`src/rtl/iir2_pkg.sv`:
```
package iir2_pkg;

    // Controller phases: idle plus six schedule steps per sample period
    typedef enum logic [2:0] {
        PH_IDLE = 3'd0,
        PH_0    = 3'd1,
        PH_1    = 3'd2,
        PH_2    = 3'd3,
        PH_3    = 3'd4,
        PH_4    = 3'd5,
        PH_5    = 3'd6
    } phase_e;

    // Multiplier operand source
    typedef enum logic [1:0] {
        MSRC_X   = 2'd0,
        MSRC_W1  = 2'd1,
        MSRC_W2  = 2'd2,
        MSRC_ACC = 2'd3
    } msrc_e;

    // Multiplier coefficient select
    typedef enum logic [2:0] {
        K_IN  = 3'd0,
        K_FB1 = 3'd1,
        K_FB2 = 3'd2,
        K_FF0 = 3'd3,
        K_FF1 = 3'd4,
        K_FF2 = 3'd5
    } ksel_e;

    // Adder first operand source
    typedef enum logic [1:0] {
        ASRC_ST0 = 2'd0,
        ASRC_ST1 = 2'd1,
        ASRC_MUL = 2'd2
    } asrc_e;

    // Adder second operand source
    typedef enum logic {
        BSRC_MUL = 1'b0,
        BSRC_ACC = 1'b1
    } bsrc_e;

    typedef struct packed {
        msrc_e msrc;
        ksel_e ksel;
        logic  add_go;
        asrc_e asrc;
        bsrc_e bsrc;
        logic  st0_we;
        logic  st1_we;
        logic  shift;
        logic  out_load;
    } ctl_t;

    // Number of delay-line taps for a second-order section
    localparam int TAPS = 2;

endpackage

```
`src/rtl/iir2_seq.sv`:
```
module iir2_seq
    import iir2_pkg::*;
(
    input  logic clk,
    input  logic rst,
    input  logic start,
    output logic accept,
    output ctl_t ctl
);

    phase_e     state_q;
    logic [1:0] tail_q;   // [0]: first cycle after PH_5, [1]: second

    assign accept = start && ((state_q == PH_IDLE) || (state_q == PH_5));

    // State register
    always_ff @(posedge clk) begin
        if (rst) begin
            state_q <= PH_IDLE;
            tail_q  <= '0;
        end else begin
            tail_q <= {tail_q[0], (state_q == PH_5)};
            unique case (state_q)
                PH_IDLE: if (start) state_q <= PH_0;
                PH_0:    state_q <= PH_1;
                PH_1:    state_q <= PH_2;
                PH_2:    state_q <= PH_3;
                PH_3:    state_q <= PH_4;
                PH_4:    state_q <= PH_5;
                PH_5:    state_q <= start ? PH_0 : PH_IDLE;
                default: state_q <= PH_IDLE;
            endcase
        end
    end

    // Control outputs
    always_comb begin
        ctl = '0;
        unique case (state_q)
            PH_0: begin
                ctl.msrc = MSRC_W1;
                ctl.ksel = K_FB1;
            end
            PH_1: begin
                ctl.msrc = MSRC_W2;
                ctl.ksel = K_FB2;
            end
            PH_2: begin
                ctl.msrc   = MSRC_X;
                ctl.ksel   = K_IN;
                ctl.st0_we = 1'b1;      // capture feedback product 1
            end
            PH_3: begin
                ctl.msrc   = MSRC_W1;
                ctl.ksel   = K_FF1;
                ctl.add_go = 1'b1;      // fb1 + fb2
                ctl.asrc   = ASRC_ST0;
                ctl.bsrc   = BSRC_MUL;
            end
            PH_4: begin
                ctl.msrc   = MSRC_W2;
                ctl.ksel   = K_FF2;
                ctl.add_go = 1'b1;      // + scaled input -> w
                ctl.asrc   = ASRC_MUL;
                ctl.bsrc   = BSRC_ACC;
            end
            PH_5: begin
                ctl.msrc   = MSRC_ACC;
                ctl.ksel   = K_FF0;
                ctl.st1_we = 1'b1;      // capture feedforward product 1
                ctl.shift  = 1'b1;      // w -> delay line
            end
            default: ;
        endcase
        if (tail_q[0]) begin
            ctl.add_go = 1'b1;          // ff1 + ff2
            ctl.asrc   = ASRC_ST1;
            ctl.bsrc   = BSRC_MUL;
        end
        if (tail_q[1]) begin
            ctl.add_go   = 1'b1;        // + ff0 -> y
            ctl.asrc     = ASRC_MUL;
            ctl.bsrc     = BSRC_ACC;
            ctl.out_load = 1'b1;
        end
    end

    // mid-period start never restarts the schedule
    p_ignore_mid_r5: assert property (@(posedge clk) disable iff (rst)
        (state_q inside {PH_0, PH_1, PH_2, PH_3, PH_4}) |=>
            !(state_q inside {PH_IDLE, PH_0}));

    // tail additions never overlap the in-period additions
    p_adder_free_r6: assert property (@(posedge clk) disable iff (rst)
        (tail_q != 2'b00) |-> !(state_q inside {PH_3, PH_4}));

    // start in the last phase chains straight into a new period
    p_chain_r6: assert property (@(posedge clk) disable iff (rst)
        (state_q == PH_5 && start) |=> (state_q == PH_0));

endmodule

```
`src/rtl/iir2_cmul.sv`:
```
module iir2_cmul #(
    parameter int DW   = 16,
    parameter int CW   = 16,
    parameter int FRAC = 12
) (
    input  logic                 clk,
    input  logic                 rst,
    input  logic signed [DW-1:0] op,
    input  logic signed [CW-1:0] coef,
    output logic signed [DW-1:0] res
);

    localparam int PW = DW + CW;
    localparam int RW = PW + 1;
    localparam logic signed [RW-1:0] HALF = RW'(1) << (FRAC - 1);
    localparam logic signed [RW-1:0] HI   = RW'((2 ** (DW - 1)) - 1);
    localparam logic signed [RW-1:0] LO   = ~HI;

    logic signed [PW-1:0] prod_q;
    logic signed [RW-1:0] rnd;
    logic signed [RW-1:0] shr;
    logic signed [DW-1:0] res_d;
    logic [1:0]           age_q;

    always_comb begin
        rnd = {prod_q[PW-1], prod_q} + HALF;
        shr = rnd >>> FRAC;
        if (shr > HI) begin
            res_d = HI[DW-1:0];
        end else if (shr < LO) begin
            res_d = LO[DW-1:0];
        end else begin
            res_d = shr[DW-1:0];
        end
    end

    always_ff @(posedge clk) begin
        if (rst) begin
            prod_q <= '0;
            res    <= '0;
            age_q  <= '0;
        end else begin
            prod_q <= op * coef;
            res    <= res_d;
            if (age_q != 2'd3) age_q <= age_q + 2'd1;
        end
    end

    // a zero operand yields a zero product two cycles later
    p_zero_in_r8: assert property (@(posedge clk) disable iff (rst)
        (age_q >= 2'd2 && $past(op, 2) == '0) |-> (res == '0));

endmodule

```
`src/rtl/iir2_sadd.sv`:
```
module iir2_sadd #(
    parameter int DW = 16
) (
    input  logic                 clk,
    input  logic                 rst,
    input  logic                 go,
    input  logic signed [DW-1:0] a,
    input  logic signed [DW-1:0] b,
    output logic signed [DW-1:0] sum_q
);

    logic signed [DW:0]   wide;
    logic signed [DW-1:0] clip;

    always_comb begin
        wide = {a[DW-1], a} + {b[DW-1], b};
        if (wide[DW] != wide[DW-1]) begin
            clip = wide[DW] ? {1'b1, {(DW-1){1'b0}}} : {1'b0, {(DW-1){1'b1}}};
        end else begin
            clip = wide[DW-1:0];
        end
    end

    always_ff @(posedge clk) begin
        if (rst) begin
            sum_q <= '0;
        end else if (go) begin
            sum_q <= clip;
        end
    end

    // two non-negative operands never wrap to a negative result
    p_no_wrap_pos_r7: assert property (@(posedge clk) disable iff (rst)
        (go && !a[DW-1] && !b[DW-1]) |=> !sum_q[DW-1]);

    // two negative operands never wrap to a non-negative result
    p_no_wrap_neg_r7: assert property (@(posedge clk) disable iff (rst)
        (go && a[DW-1] && b[DW-1]) |=> sum_q[DW-1]);

endmodule

```
`src/rtl/iir2_tdm.sv`:
```
module iir2_tdm
    import iir2_pkg::*;
#(
    parameter int DW       = 16,
    parameter int CW       = 16,
    parameter int FRAC     = 12,
    parameter int K_IN_C   = 20480,
    parameter int K_FB1_C  = 1229,
    parameter int K_FB2_C  = 819,
    parameter int K_FF0_C  = 2867,
    parameter int K_FF1_C  = 1638,
    parameter int K_FF2_C  = 2458
) (
    input  logic                 clk,
    input  logic                 rst,
    input  logic                 start,
    input  logic signed [DW-1:0] din,
    output logic                 out_valid,
    output logic signed [DW-1:0] dout
);

    ctl_t                 ctl;
    logic                 accept;
    logic signed [DW-1:0] x_q;
    logic signed [DW-1:0] st0_q;
    logic signed [DW-1:0] st1_q;
    logic signed [DW-1:0] tap_q [TAPS];
    logic signed [DW-1:0] mul_op;
    logic signed [CW-1:0] mul_k;
    logic signed [DW-1:0] mul_res;
    logic signed [DW-1:0] add_a;
    logic signed [DW-1:0] add_b;
    logic signed [DW-1:0] acc;
    logic                 load_q;
    logic [3:0]           age_q;

    iir2_seq u_seq (
        .clk    (clk),
        .rst    (rst),
        .start  (start),
        .accept (accept),
        .ctl    (ctl)
    );

    // Operand and coefficient selection
    always_comb begin
        unique case (ctl.msrc)
            MSRC_X:   mul_op = x_q;
            MSRC_W1:  mul_op = tap_q[0];
            MSRC_W2:  mul_op = tap_q[1];
            MSRC_ACC: mul_op = acc;
            default:  mul_op = '0;
        endcase
        unique case (ctl.ksel)
            K_IN:    mul_k = CW'(K_IN_C);
            K_FB1:   mul_k = CW'(K_FB1_C);
            K_FB2:   mul_k = CW'(K_FB2_C);
            K_FF0:   mul_k = CW'(K_FF0_C);
            K_FF1:   mul_k = CW'(K_FF1_C);
            K_FF2:   mul_k = CW'(K_FF2_C);
            default: mul_k = '0;
        endcase
        unique case (ctl.asrc)
            ASRC_ST0: add_a = st0_q;
            ASRC_ST1: add_a = st1_q;
            default:  add_a = mul_res;
        endcase
        add_b = (ctl.bsrc == BSRC_ACC) ? acc : mul_res;
    end

    iir2_cmul #(.DW(DW), .CW(CW), .FRAC(FRAC)) u_mul (
        .clk  (clk),
        .rst  (rst),
        .op   (mul_op),
        .coef (mul_k),
        .res  (mul_res)
    );

    iir2_sadd #(.DW(DW)) u_add (
        .clk   (clk),
        .rst   (rst),
        .go    (ctl.add_go),
        .a     (add_a),
        .b     (add_b),
        .sum_q (acc)
    );

    // Stores, delay line and output stage
    always_ff @(posedge clk) begin
        if (rst) begin
            x_q       <= '0;
            st0_q     <= '0;
            st1_q     <= '0;
            for (int i = 0; i < TAPS; i++) tap_q[i] <= '0;
            load_q    <= 1'b0;
            out_valid <= 1'b0;
            dout      <= '0;
            age_q     <= '0;
        end else begin
            if (accept)     x_q   <= din;
            if (ctl.st0_we) st0_q <= mul_res;
            if (ctl.st1_we) st1_q <= mul_res;
            if (ctl.shift) begin
                for (int i = TAPS - 1; i > 0; i--) tap_q[i] <= tap_q[i-1];
                tap_q[0] <= acc;
            end
            load_q    <= ctl.out_load;
            out_valid <= load_q;
            if (load_q) dout <= acc;
            if (age_q != 4'hF) age_q <= age_q + 4'd1;
        end
    end

    // every accepted start yields a result ten cycles later
    p_latency_r4: assert property (@(posedge clk) disable iff (rst)
        (age_q >= 4'd11 && $past(accept, 10)) |-> out_valid);

    // no result without a matching accepted start
    p_no_spurious_r4: assert property (@(posedge clk) disable iff (rst)
        (age_q >= 4'd11 && out_valid) |-> $past(accept, 10));

    // result strobe is one cycle wide
    p_pulse_r4: assert property (@(posedge clk) disable iff (rst)
        out_valid |=> !out_valid);

    // output value held between strobes
    p_hold_r10: assert property (@(posedge clk) disable iff (rst)
        !out_valid |-> $stable(dout));

    // delay line only moves on the scheduled shift
    p_taps_hold_r9: assert property (@(posedge clk) disable iff (rst)
        !ctl.shift |=> ($stable(tap_q[0]) && $stable(tap_q[1])));

endmodule

```
`config.mk`:
```
export PLATFORM = sky130hd
export DESIGN_NAME = iir2_tdm
export DESIGN_NICKNAME = d
export VERILOG_FILES = /design/src/rtl/iir2_pkg.sv /design/src/rtl/iir2_seq.sv /design/src/rtl/iir2_cmul.sv /design/src/rtl/iir2_sadd.sv /design/src/rtl/iir2_tdm.sv
export SDC_FILE = /design/constraint.sdc
export NUM_CORES = 1
export LEC_CHECK = 0
export CELL_PAD_IN_SITES_DETAIL_PLACEMENT = 1
export CELL_PAD_IN_SITES_GLOBAL_PLACEMENT = 1
export CORE_UTILIZATION = 50
export DETAILED_ROUTE_END_ITERATION = 12
export PLACE_DENSITY = 0.84
export SYNTH_ARGS = -nofsm -noshare
export SYNTH_HDL_FRONTEND = slang
export SYNTH_SLANG_ARGS = --single-unit
```
`constraint.sdc`:
```
create_clock -name clk -period 10.8 [get_ports clk]
set_input_delay 2.16 -clock clk [delete_from_list [all_inputs] [get_ports clk]]
set_output_delay 2.16 -clock clk [all_outputs]
set_load 0.005 [all_outputs]
```
==> results of run 1 <==
-- state kept, by name, indices dropped and copies added, names as in the netlist --
| signal | flops |
|---|---|
| dout | 16 |
| load_q | 1 |
| out_valid | 1 |
| st0_q | 16 |
| st1_q | 16 |
| tap_q | 32 |
| u_add.sum_q | 16 |
| u_mul.prod_q | 21 |
| u_mul.res | 16 |
| u_seq.state_q | 3 |
| u_seq.tail_q | 2 |
| x_q | 16 |
-- per-layer routing --
metal,routed length [µm],share of wire [%]
met1,19200,41
met2,23200,49
met3,3210,6.8
met4,1680,3.6
met5,9,0.019
-- cell type report --
cell class	count	area, µm²
Clock buffer	19	464
Sequential cell	156	3440
Multi-Input combinational cell	1170	10600
Clock inverter	13	175
Inverter	339	1270
Timing Repair Buffer	52	475
Tap cell	396	495
Fill cell	3536	13600
-- worst paths after layout --
path / slack (ns) / endpoint / start / cells after the start
worst max-delay path: 1.60 / u_mul.prod_q[30] / u_seq.state_q[1] / 24
worst min-delay path: 0.46 / st0_q[9] / st0_q[9] / 2
worst max register to register: 1.60 / u_mul.prod_q[30] / u_seq.state_q[1] / 24
worst min register to register: 0.46 / st0_q[9] / st0_q[9] / 2
-- kinds of logic (layout without fill, tap and decap cells) --
logic type | count (synthesis) | count (layout) | synth area share, %
mux | 52 | 52 | 3.57
simple gates | 469 | 469 | 13.7
flops | 156 | 156 | 22.2
compound gates | 280 | 280 | 11.3
fa+ha+maj | 323 | 323 | 36.9
other cells | 1 | 1 | 0.0242
xor+xnor | 45 | 45 | 2.54
buf+inv | 399 | 423 | 9.69
-- cells in the final DEF, fill, tap and decap left out, types with 20 or more instances in the layout --
cell type,Yosys,final
nand3_1,25,25
a22oi_1,27,27
nor3_1,20,20
a21o_1,20,20
ha_1,98,98
nand2_1,173,173
edfxtp_1,32,32
dfxtp_1,124,124
mux2i_1,35,35
clkdlybuf4s50_1,0,34
xnor2_1,25,25
a21oi_1,100,100
nor2_1,137,135
inv_1,339,339
fa_1,224,224
o21ai_0,54,54
xor2_1,20,20
and2_1,38,38
-- stage by stage --
step / cell area (µm²) / cells / worst slack [ns]
finish: 16900 / 2145 / 1.60
global route: 16900 / 2145 / 1.03
CTS: 16900 / 2145 / 1.63
detailed placement: 16300 / 2113 / 1.72
global placement: 16300 / 2113 / 2.14
floorplan: 15500 / 1725 / 2.89
-- worst min-delay path: stages, from the launching register on --
cell,delay [ns]
dfxtp_1,0.31
nand2_1,0.05
a21oi_1,0.05
-- power by group through the flow --
stage / Sequential, W / Combinational, W / Clock (W)
after floorplan: 0.000741 / 0.00164 / 0
after global placement: 0.000782 / 0.00214 / 0
after detailed placement: 0.000785 / 0.00226 / 0
after CTS: 0.000773 / 0.00231 / 0.000666
after global routing: 0.000784 / 0.00262 / 0.000688
final: 0.000776 / 0.00232 / 0.000661
==> metrics.csv, run 1 <==
metric;value;unit
Slew Limit Fails;0;
ys flop type;dfxtp_1;
EDFF count, synth;32;
global-route wire length before repair;75300;µm
maximum VDD drop;0.000114;V
Clock Tree Buf Depth;2;
status;completed;
Final Hold Viols;0;
Setup crit end kind;register;
clk root buf;clkbuf_16;
Critical Path Fanout Max;24;
cell family with most CP delay;adder cells;
largest net degree at the start of global routing;68;
Die ar.;31700;µm²
Worst EP required;11.13;ns
cts hold-fix bufs;0;
Clock Skew;0.0146;ns
Global Route met3 Usage;8.46;%
Worst-Skew Late Latency;0.45;ns
met2 GRT Util;54.2;%
Worst Hold Class;reg -> reg;
Flop pwr share;20.7;%
Overflow after GRT;0;
area share of the leading cell type in the synthesized netlist;28.9;%
most common cell in the synthesized netlist;inv_1;
Final #Nets;2077;
number of library cell types mapped by synthesis;69;
Worst Max-Slew Pin Slew;1.09;ns
slew margin rel.;26.9;%
Seq/Total Area, Yosys;22.2;%
Async SR Flop Fraction;0;%
CTS tree;yes;
number of routed nets with antenna violations;0;
Final Util;55.4;%
H-tree Lvls;4;
Reg clk slew, reported paths;0.07;ns
Initial Utilization;50.8;%
Yosys top cell by area;fa_1;
crit path DAT;9.54;ns
fin crit share;85.2;%
PwrDens;222;nW/µm²
Tmin final;9.20;ns
Core ar.;30500;µm²
initial antenna violation count;2;
Power Total;0.00375;W
I/O Buffers;35;
leakage;7.96;nW
clock network fraction of total power;17.6;%
CP cell instances;nand2b_1 > o21ai_1 > a22oi_1 > nand3_1 > o21ai_0 > nor2_1 > inv_1 > fa_1 > inv_1 > fa_1 > fa_1 > fa_1 > fa_1 > inv_1 > fa_1 > inv_1 > ha_1 > and3_1 > a221o_1 > a21oi_1 > inv_1 > a41oi_1 > o21ai_1 > mux2_1;
tightest hold margin;0.457;ns
initial DRC count;939;
Most Crowded Layer GR;met2;
DR pass1 iterations;4;
post-cts resize count;0;
n_diodes;0;
Ys Warns;0;
type of element launching the critical path;register;
final WL;47300;µm
mapped cell area;15500;µm²
Vias/cell;5.68;
Detailed Place HPWL;37900;µm
register bit total from synthesis;156;
met1 Usage GRT;38.6;%
maxcap violations;0;
layout cells sized above 1;4.40;%
vias in the first global route;13700;
largest cells by area after synthesis;fa_1 29%, dfxtp_1 16%, inv_1 8.2%;
Post-synth top cells;339 x inv_1, 224 x fa_1, 173 x nand2_1;
setup TNS;0;ns
Remaining DRCs;0;
unrepaired setup endpoints after global routing;false;
GPL Wtd Cong;0.957;
Int Power;0.00195;W
Die Wd;178;µm
Post-Syn Instances;1725;
combinational share of power;61.7;%
Worst Path Buf+Inv;5;
CP max-delay cell;fa_1;
Setup CP Type;reg -> reg;
Max Fclk;109;MHz
cts bufs inserted;17;
synthesized net count;2066;
post-DR wirelength/cell;22.1;µm
Clock Sinks;156;
GRT Util Overall;31.9;%
post-CTS setup buffer count;0;
# IOs;36;
max incr delay on CP;0.98;ns
CP dominant cell by count;fa_1;
die height;178;µm
area grow syn2layout;9.01;%
switching part of the total;48.2;%
Row Count;64;
synthesized area per cell;8.99;µm²
Net Sw Power;0.00181;W
Final setup viols;0;
routed via count;12200;
Power figures use the tool's default switching activity.
==> inputs of run 2 (changes only) <==
--- a/config.mk
+++ b/config.mk
@@ -9,7 +9,7 @@
 export CELL_PAD_IN_SITES_GLOBAL_PLACEMENT = 1
 export CORE_UTILIZATION = 50
 export DETAILED_ROUTE_END_ITERATION = 12
-export PLACE_DENSITY = 0.84
+export PLACE_DENSITY_LB_ADDON = 0.1
 export SYNTH_ARGS = -nofsm -noshare
 export SYNTH_HDL_FRONTEND = slang
 export SYNTH_SLANG_ARGS = --single-unit
==> constraint.sdc (replaced) <==
create_clock -name clk -period 10.4 [get_ports clk]
set_input_delay 2.08 -clock clk [delete_from_list [all_inputs] [get_ports clk]]
set_output_delay 2.08 -clock clk [all_outputs]
set_load 0.005 [all_outputs]
==> run 2 against run 1 <==
Combinational power rose by 3%. Highest routed layer is now met4. Clock skew grew 0.00079 ns. Clock-buffer cell count fell by 2. Non-clock buffer count is 1 higher. First-iteration DRC count fell by 17%. Global-route usage down 0.22 points.
==> metrics.csv, run 2 (synthesis gave the netlist of run 1 again) <==
metric;value;unit;change
final WL;46800;µm;-1.0%
global-route wire length before repair;74500;µm;-1.1%
max FFs per register;32;;unchanged
commonest non-fill, non-tap cells in the layout;339 x inv_1, 224 x fa_1, 173 x nand2_1;;
Final setup viols;0;;unchanged
layout cells sized above 1;4.46;%;+0.055 points
Biggest register;tap_q;;
vias in the first global route;13400;;-2.4%
register area;3440;µm²;unchanged
Net Sw Power;0.00188;W;+3.8%
Tmin final;9.00;ns;-0.198 ns
Final Hold Viols;0;;unchanged
Overflow after GRT;0;;unchanged
Worst-Skew Late Latency;0.45;ns;about the same
Setup crit end kind;register;;
fill cell count;3596;;+1.7%
Clock Skew;0.0154;ns;+0.000791 ns
die height;178;µm;unchanged
I/O Buffers;35;;unchanged
Final #Nets;2078;;+0.048%
Detailed Place HPWL;38000;µm;+0.28%
Multi-input gate area;10600;µm²;unchanged
reg-to-reg setup timing slack;1.40;ns;-0.20 ns
setup TNS;0;ns;unchanged
fin area;16900;µm²;-0.20%
H-tree Lvls;4;;unchanged
GRT Util Overall;31.6;%;-0.22 points
combinational share of power;62.4;%;+0.7 points
Slew Limit Fails;0;;unchanged
Clock Sinks;156;;unchanged
Largest regs;tap_q x32, u_mul.prod_q x21;;
post-CTS setup buffer count;0;;unchanged
Initial Utilization;50.8;%;unchanged
commonest non-fill, non-tap cell in the layout;inv_1;;
Critical Path Fanout Max;24;;unchanged
maximum VDD drop;0.000162;V;+42%
Worst Hold End;st0_q[7];;
crit path DAT;9.34;ns;-0.20 ns
initial antenna violation count;1;;-1
status;completed;;
post-cts resize count;0;;unchanged
GPL Wtd Cong;0.957;;about the same
DR pass1 iterations;5;;+1
slew margin rel.;25.8;%;-1.1 points
Worst EP required;10.73;ns;-0.40 ns
Setup CP Type;reg -> reg;;
Core ar.;30500;µm²;unchanged
switching part of the total;49.0;%;+0.81 points
Row Count;64;;unchanged
Worst Max-Slew Pin Slew;1.11;ns;+0.0166 ns
Int Power;0.00195;W;+0.48%
Worst Reg-to-Reg Cells;25;;+4.2%
Clock Tree Buf Depth;2;;unchanged
Max Fclk;111;MHz;+2.2%
Remaining DRCs;0;;unchanged
Flop pwr share;21.0;%;+0.3 points
number of routed nets with antenna violations;0;;unchanged
cts hold-fix bufs;0;;unchanged
placed cell areas;16300;µm²;about the same
Reg clk slew, reported paths;0.07;ns;about the same
leakage;7.95;nW;-0.18%
CTS tree;yes;;
worst r2r dst;u_mul.prod_q[30];;
post-DR wirelength/cell;21.8;µm;-1.1%
maxcap violations;0;;unchanged
clk root buf;clkbuf_16;;
clock network fraction of total power;16.6;%;-1.0 points
area grow syn2layout;8.79;%;
Worst Hold Class;reg -> reg;;
unrepaired setup endpoints after global routing;false;;
PwrDens;227;nW/µm²;+2.3%
FF-to-FF Start;u_seq.state_q[1];;
Hold Path Origin;st0_q[7];;
# IOs;36;;unchanged
Die ar.;31700;µm²;unchanged
initial DRC count;779;;-17%
cts bufs inserted;17;;unchanged
fin crit share;86.6;%;+1.4 points
Die Wd;178;µm;unchanged
hold-critical path depth;2;;unchanged
routed via count;12100;;-0.86%
largest net degree at the start of global routing;63;;-7.4%
Vias/cell;5.63;;-0.95%
type of element launching the critical path;register;;
-- run 2: how the worst max path moves through the flow --
| stage | start | endpoint | slack [ns] | cells past startpoint |
|---|---|---|---|---|
| floorplan | u_seq.state_q[0] | u_mul.prod_q[28] | 2.49 | 30 |
| global placement | u_seq.state_q[1] | u_mul.prod_q[30] | 1.64 | 25 |
| detailed placement | u_seq.state_q[1] | u_mul.prod_q[30] | 1.41 | 24 |
| CTS | u_seq.state_q[1] | u_mul.prod_q[30] | 1.38 | 24 |
| global route | u_seq.state_q[1] | u_mul.prod_q[30] | 0.68 | 25 |
| finish | u_seq.state_q[1] | u_mul.prod_q[30] | 1.40 | 25 |
-- run 2: metal layers --
metal	vias to the layer above	wire length (µm)	global-route usage (%)
met4	0	1210	10.0
met1	6147	19400	40.1
li1	5521	-	-
met2	341	23100	53.5
met3	76	3090	7.03
met5	-	0	0
-- run 2: area by class of cell --
cell class	count	share of cell area, %
clock buffer	17	2.52
antenna	1	0.0148
timing repair buffer	53	2.86
tap	396	2.94
clock inverter	15	1.01
sequential	156	20.4
multi-input combinational	1170	62.7
inverter	339	7.55
-- run 2: worst max-delay path, stage by stage (launching register included) --
cell and delay [ns]:
dfxtp_1 0.81, nand2b_1 0.31, o21ai_1 0.83, a22oi_1 0.40, nand3_1 0.26, o21ai_0 0.15, nor2_1 0.22, inv_1 0.13
fa_1 0.59, inv_1 0.08, fa_1 0.94, fa_1 0.52, fa_1 0.47, fa_1 0.55, inv_1 0.05, fa_1 0.54
inv_1 0.05, ha_1 0.39, a21oi_1 0.15, o21ai_0 0.15, a221o_1 0.33, a21oi_1 0.19, inv_1 0.06, a41oi_1 0.28
o21ai_1 0.13, mux2_1 0.31
-- run 2: through the flow --
stage          power, W  setup slack [ns]  hold slack [ns]  instances  utilization (%)
3_5_place_dp    0.00317              1.41            0.448       2114             53.3
5_1_grt         0.00420             0.683            0.477       2146             55.3
2_1_floorplan   0.00247              2.49            0.436       1725                -
4_1_cts         0.00385              1.38            0.458       2146             55.3
6_report        0.00383              1.40            0.456       2147             55.3
3_3_place_gp    0.00310              1.64            0.442       2114             53.3
-- run 2: power by group through the flow --
stage                     sequential [W]  combinational, W  clock [W]
after floorplan                 0.000770           0.00170          0
after global placement          0.000813           0.00228          0
after detailed placement        0.000817           0.00236          0
after CTS                       0.000805           0.00240   0.000644
after global routing            0.000815           0.00272   0.000666
final                           0.000805           0.00239   0.000635
==> inputs of run 3 (changes only) <==
--- a/config.mk
+++ b/config.mk
@@ -12,4 +12,5 @@
 export PLACE_DENSITY_LB_ADDON = 0.1
 export SYNTH_ARGS = -nofsm -noshare
 export SYNTH_HDL_FRONTEND = slang
+export SYNTH_HIERARCHICAL = 1
 export SYNTH_SLANG_ARGS = --single-unit
==> run 3 against run 2 <==
Via count grew 4.5%. Clock power fell by 1%. Cell area up 13%. Cell count increased by 8.7%. Non-clock buffer count rose by 3. Die area up 14%. Sequential share of layout area down 2.3 points. Routed wire length shrank 2.4%. Global-route usage fell by 4.7 points. Highest routed layer unchanged. Critical path depth unchanged. Core utilization shrank 0.54 points. Largest cell class unchanged.
==> metrics.csv, run 3 <==
metric;value;unit;change
die height;190;µm;+6.7%
n_diodes;0;;-1
post-CTS setup buffer count;0;;unchanged
Setup crit end kind;register;;
Die ar.;36100;µm²;+14%
largest net degree at the start of global routing;71;;+13%
most common cell in the synthesized netlist;inv_1;;
commonest non-fill, non-tap cells in the layout;347 x inv_1, 262 x fa_1, 158 x and2_1;;
H-tree Lvls;4;;unchanged
setup TNS;0;ns;unchanged
register bit total from synthesis;156;;unchanged
Final #Nets;2243;;+7.9%
Core ar.;34700;µm²;+14%
max FFs per register;32;;unchanged
setup ws final;1.79;ns;+0.393 ns
Clock Tree Buf Depth;2;;unchanged
initial DRC count;596;;-23%
DR pass1 iterations;4;;-1
leakage;8.53;nW;+7.3%
initial antenna violation count;1;;unchanged
GRT Util Overall;27.0;%;-4.7 points
Biggest register;tap_q;;
ys flop type;dfxtp_1;;
layout cells sized above 1;6.97;%;+2.5 points
final WL;45700;µm;-2.4%
Critical Path Fanout Max;16;;-33%
Worst Hold Class;reg -> reg;;
tightest hold margin;0.495;ns;+0.0393 ns
status;completed;;
Setup CP Type;reg -> reg;;
Worst EP required;10.72;ns;about the same
Clock Sinks;156;;unchanged
Async SR Flop Fraction;0;%;unchanged
Overflow after GRT;0;;unchanged
Reg clk slew, reported paths;0.07;ns;about the same
maxcap violations;0;;unchanged
CP dominant cell by count;inv_1;;
cts hold-fix bufs;0;;unchanged
Slew Limit Fails;0;;unchanged
Yosys top cell by area;fa_1;;
Vias/cell;5.41;;-3.9%
Place WS;1.77;ns;+0.368 ns
number of routed nets with antenna violations;0;;unchanged
Worst-Skew Late Latency;0.43;ns;-0.02 ns
Die Wd;190;µm;+6.7%
Initial Utilization;50.9;%;+0.14 points
cts bufs inserted;17;;unchanged
Post-synth top cells;347 x inv_1, 262 x fa_1, 158 x and2_1;;
Tmin final;8.61;ns;-0.393 ns
Worst Path Buf+Inv;8;;+3
fill cell count;3955;;+10%
synthesized area per cell;9.49;µm²;+5.6%
PwrDens;220;nW/µm²;-3.3%
crit path DAT;8.93;ns;-0.41 ns
Worst Max-Slew Pin Slew;1.21;ns;+0.0957 ns
I/O Buffers;35;;unchanged
global-route wire length before repair;75300;µm;+1.0%
clk root buf;clkbuf_16;;
number of library cell types mapped by synthesis;79;;+14%
Seq/Total Area, Yosys;19.5;%;-2.7 points
post-cts resize count;0;;unchanged
max incr delay on CP;0.95;ns;about the same
routed via count;12600;;+4.5%
Detailed Place HPWL;35900;µm;-5.5%
CP max-delay cell;mux4_1;;
# IOs;36;;unchanged
area share of the leading cell type in the synthesized netlist;29.7;%;+0.73 points
unrepaired setup endpoints after global routing;false;;
slew margin rel.;19.6;%;-6.2 points
GPL Wtd Cong;0.848;;-11%
CTS tree;yes;;
Final Hold Viols;0;;unchanged
area grow syn2layout;7.42;%;
Max Fclk;116;MHz;+4.6%
fin crit share;82.8;%;-3.8 points
post-DR wirelength/cell;19.6;µm;-10%
type of element launching the critical path;register;;
vias in the first global route;14000;;+4.4%
cell family with most CP delay;adder cells;;
Ys Warns;6;;+6
Largest regs;tap_q x32, u_mul/prod_q x21;;
Post-Syn Instances;1864;;+8.1%
largest cells by area after synthesis;fa_1 30%, dfxtp_1 14%, inv_1 7.4%;;
mapped cell area;17700;µm²;+14%
Remaining DRCs;0;;unchanged
EDFF count, synth;32;;unchanged
commonest non-fill, non-tap cell in the layout;inv_1;;
maximum VDD drop;0.000159;V;-1.6%
Row Count;68;;+6.3%
Final setup viols;0;;unchanged
Clock Skew;0.0112;ns;-0.00416 ns
-- run 3: cell types whose count changed after synthesis, sizes merged, moves of 15 or more --
cell / previous run / this run
mux4: 1 / 16
nand2: 173 / 155
fa: 224 / 262
mux2i: 35 / 83
and2: 38 / 158
a21oi: 100 / 42
a211oi: 6 / 26
a22oi: 27 / 1
buf: 14 / 30
-- run 3: cell families after synthesis --
| logic type | synth area share [%] |
|---|---|
| AND/OR/NAND/NOR | 15.0 |
| XOR/XNOR | 2.27 |
| flip-flops | 19.5 |
| AO/OA/AOI/OAI | 7.52 |
| multiplexers | 8.60 |
| adder cells (fa/ha/maj) | 37.4 |
| other | 0.0212 |
| buffers and inverters | 9.71 |
-- run 3: worst min-delay path, stage by stage (launching register included) --
cell and delay [ns]:
dfxtp_1 0.33, mux2i_1 0.07, nor2_1 0.07
-- run 3: per-stage QoR --
step | util [%] | area (µm²) | power [W] | std cells
final | 54.7 | 19000 | 0.00418 | 2334
after global routing | 54.7 | 19000 | 0.00459 | 2334
after CTS | 54.7 | 19000 | 0.00421 | 2334
after detailed placement | 53.0 | 18400 | 0.00355 | 2302
after global placement | 53.0 | 18400 | 0.00347 | 2302
after floorplan | - | 17700 | 0.00286 | 1875
-- run 3: routing by layer --
metal / up-vias / wire [µm] / track usage [%]
li1: 5865 / - / -
met1: 6570 / 21200 / 37.0
met2: 156 / 22800 / 45.7
met3: 36 / 1090 / 3.19
met4: 0 / 631 / 5.55
met5: - / 0 / 0
-- run 3: final timing paths --
path / start / end / slack (ns) / depth (start not counted)
setup / recovery: u_seq/state_q[1] / u_mul/prod_q[31] / 1.79 / 25
hold / removal: st1_q[8] / st1_q[8] / 0.50 / 2
setup reg to reg: u_seq/state_q[1] / u_mul/prod_q[31] / 1.79 / 25
hold reg to reg: st1_q[8] / st1_q[8] / 0.50 / 2
-- run 3: area by class of cell --
type	instances	area, µm²	share of cell area, %
Sequential cell	156	3440	18.1
Multi-Input combinational cell	1288	12600	66.3
Clock inverter	9	111	0.586
Timing Repair Buffer	56	505	2.66
Tap cell	455	569	3.00
Inverter	347	1300	6.86
Clock buffer	23	478	2.52
-- run 3: power by group --
part | switching [W] | internal [W] | total [W] | leakage [nW]
clock | 0.000253 | 0.000374 | 0.000626 | 0.288
combinational | 0.00164 | 0.00111 | 0.00276 | 6.90
sequential | 0.0000867 | 0.000705 | 0.000792 | 1.34
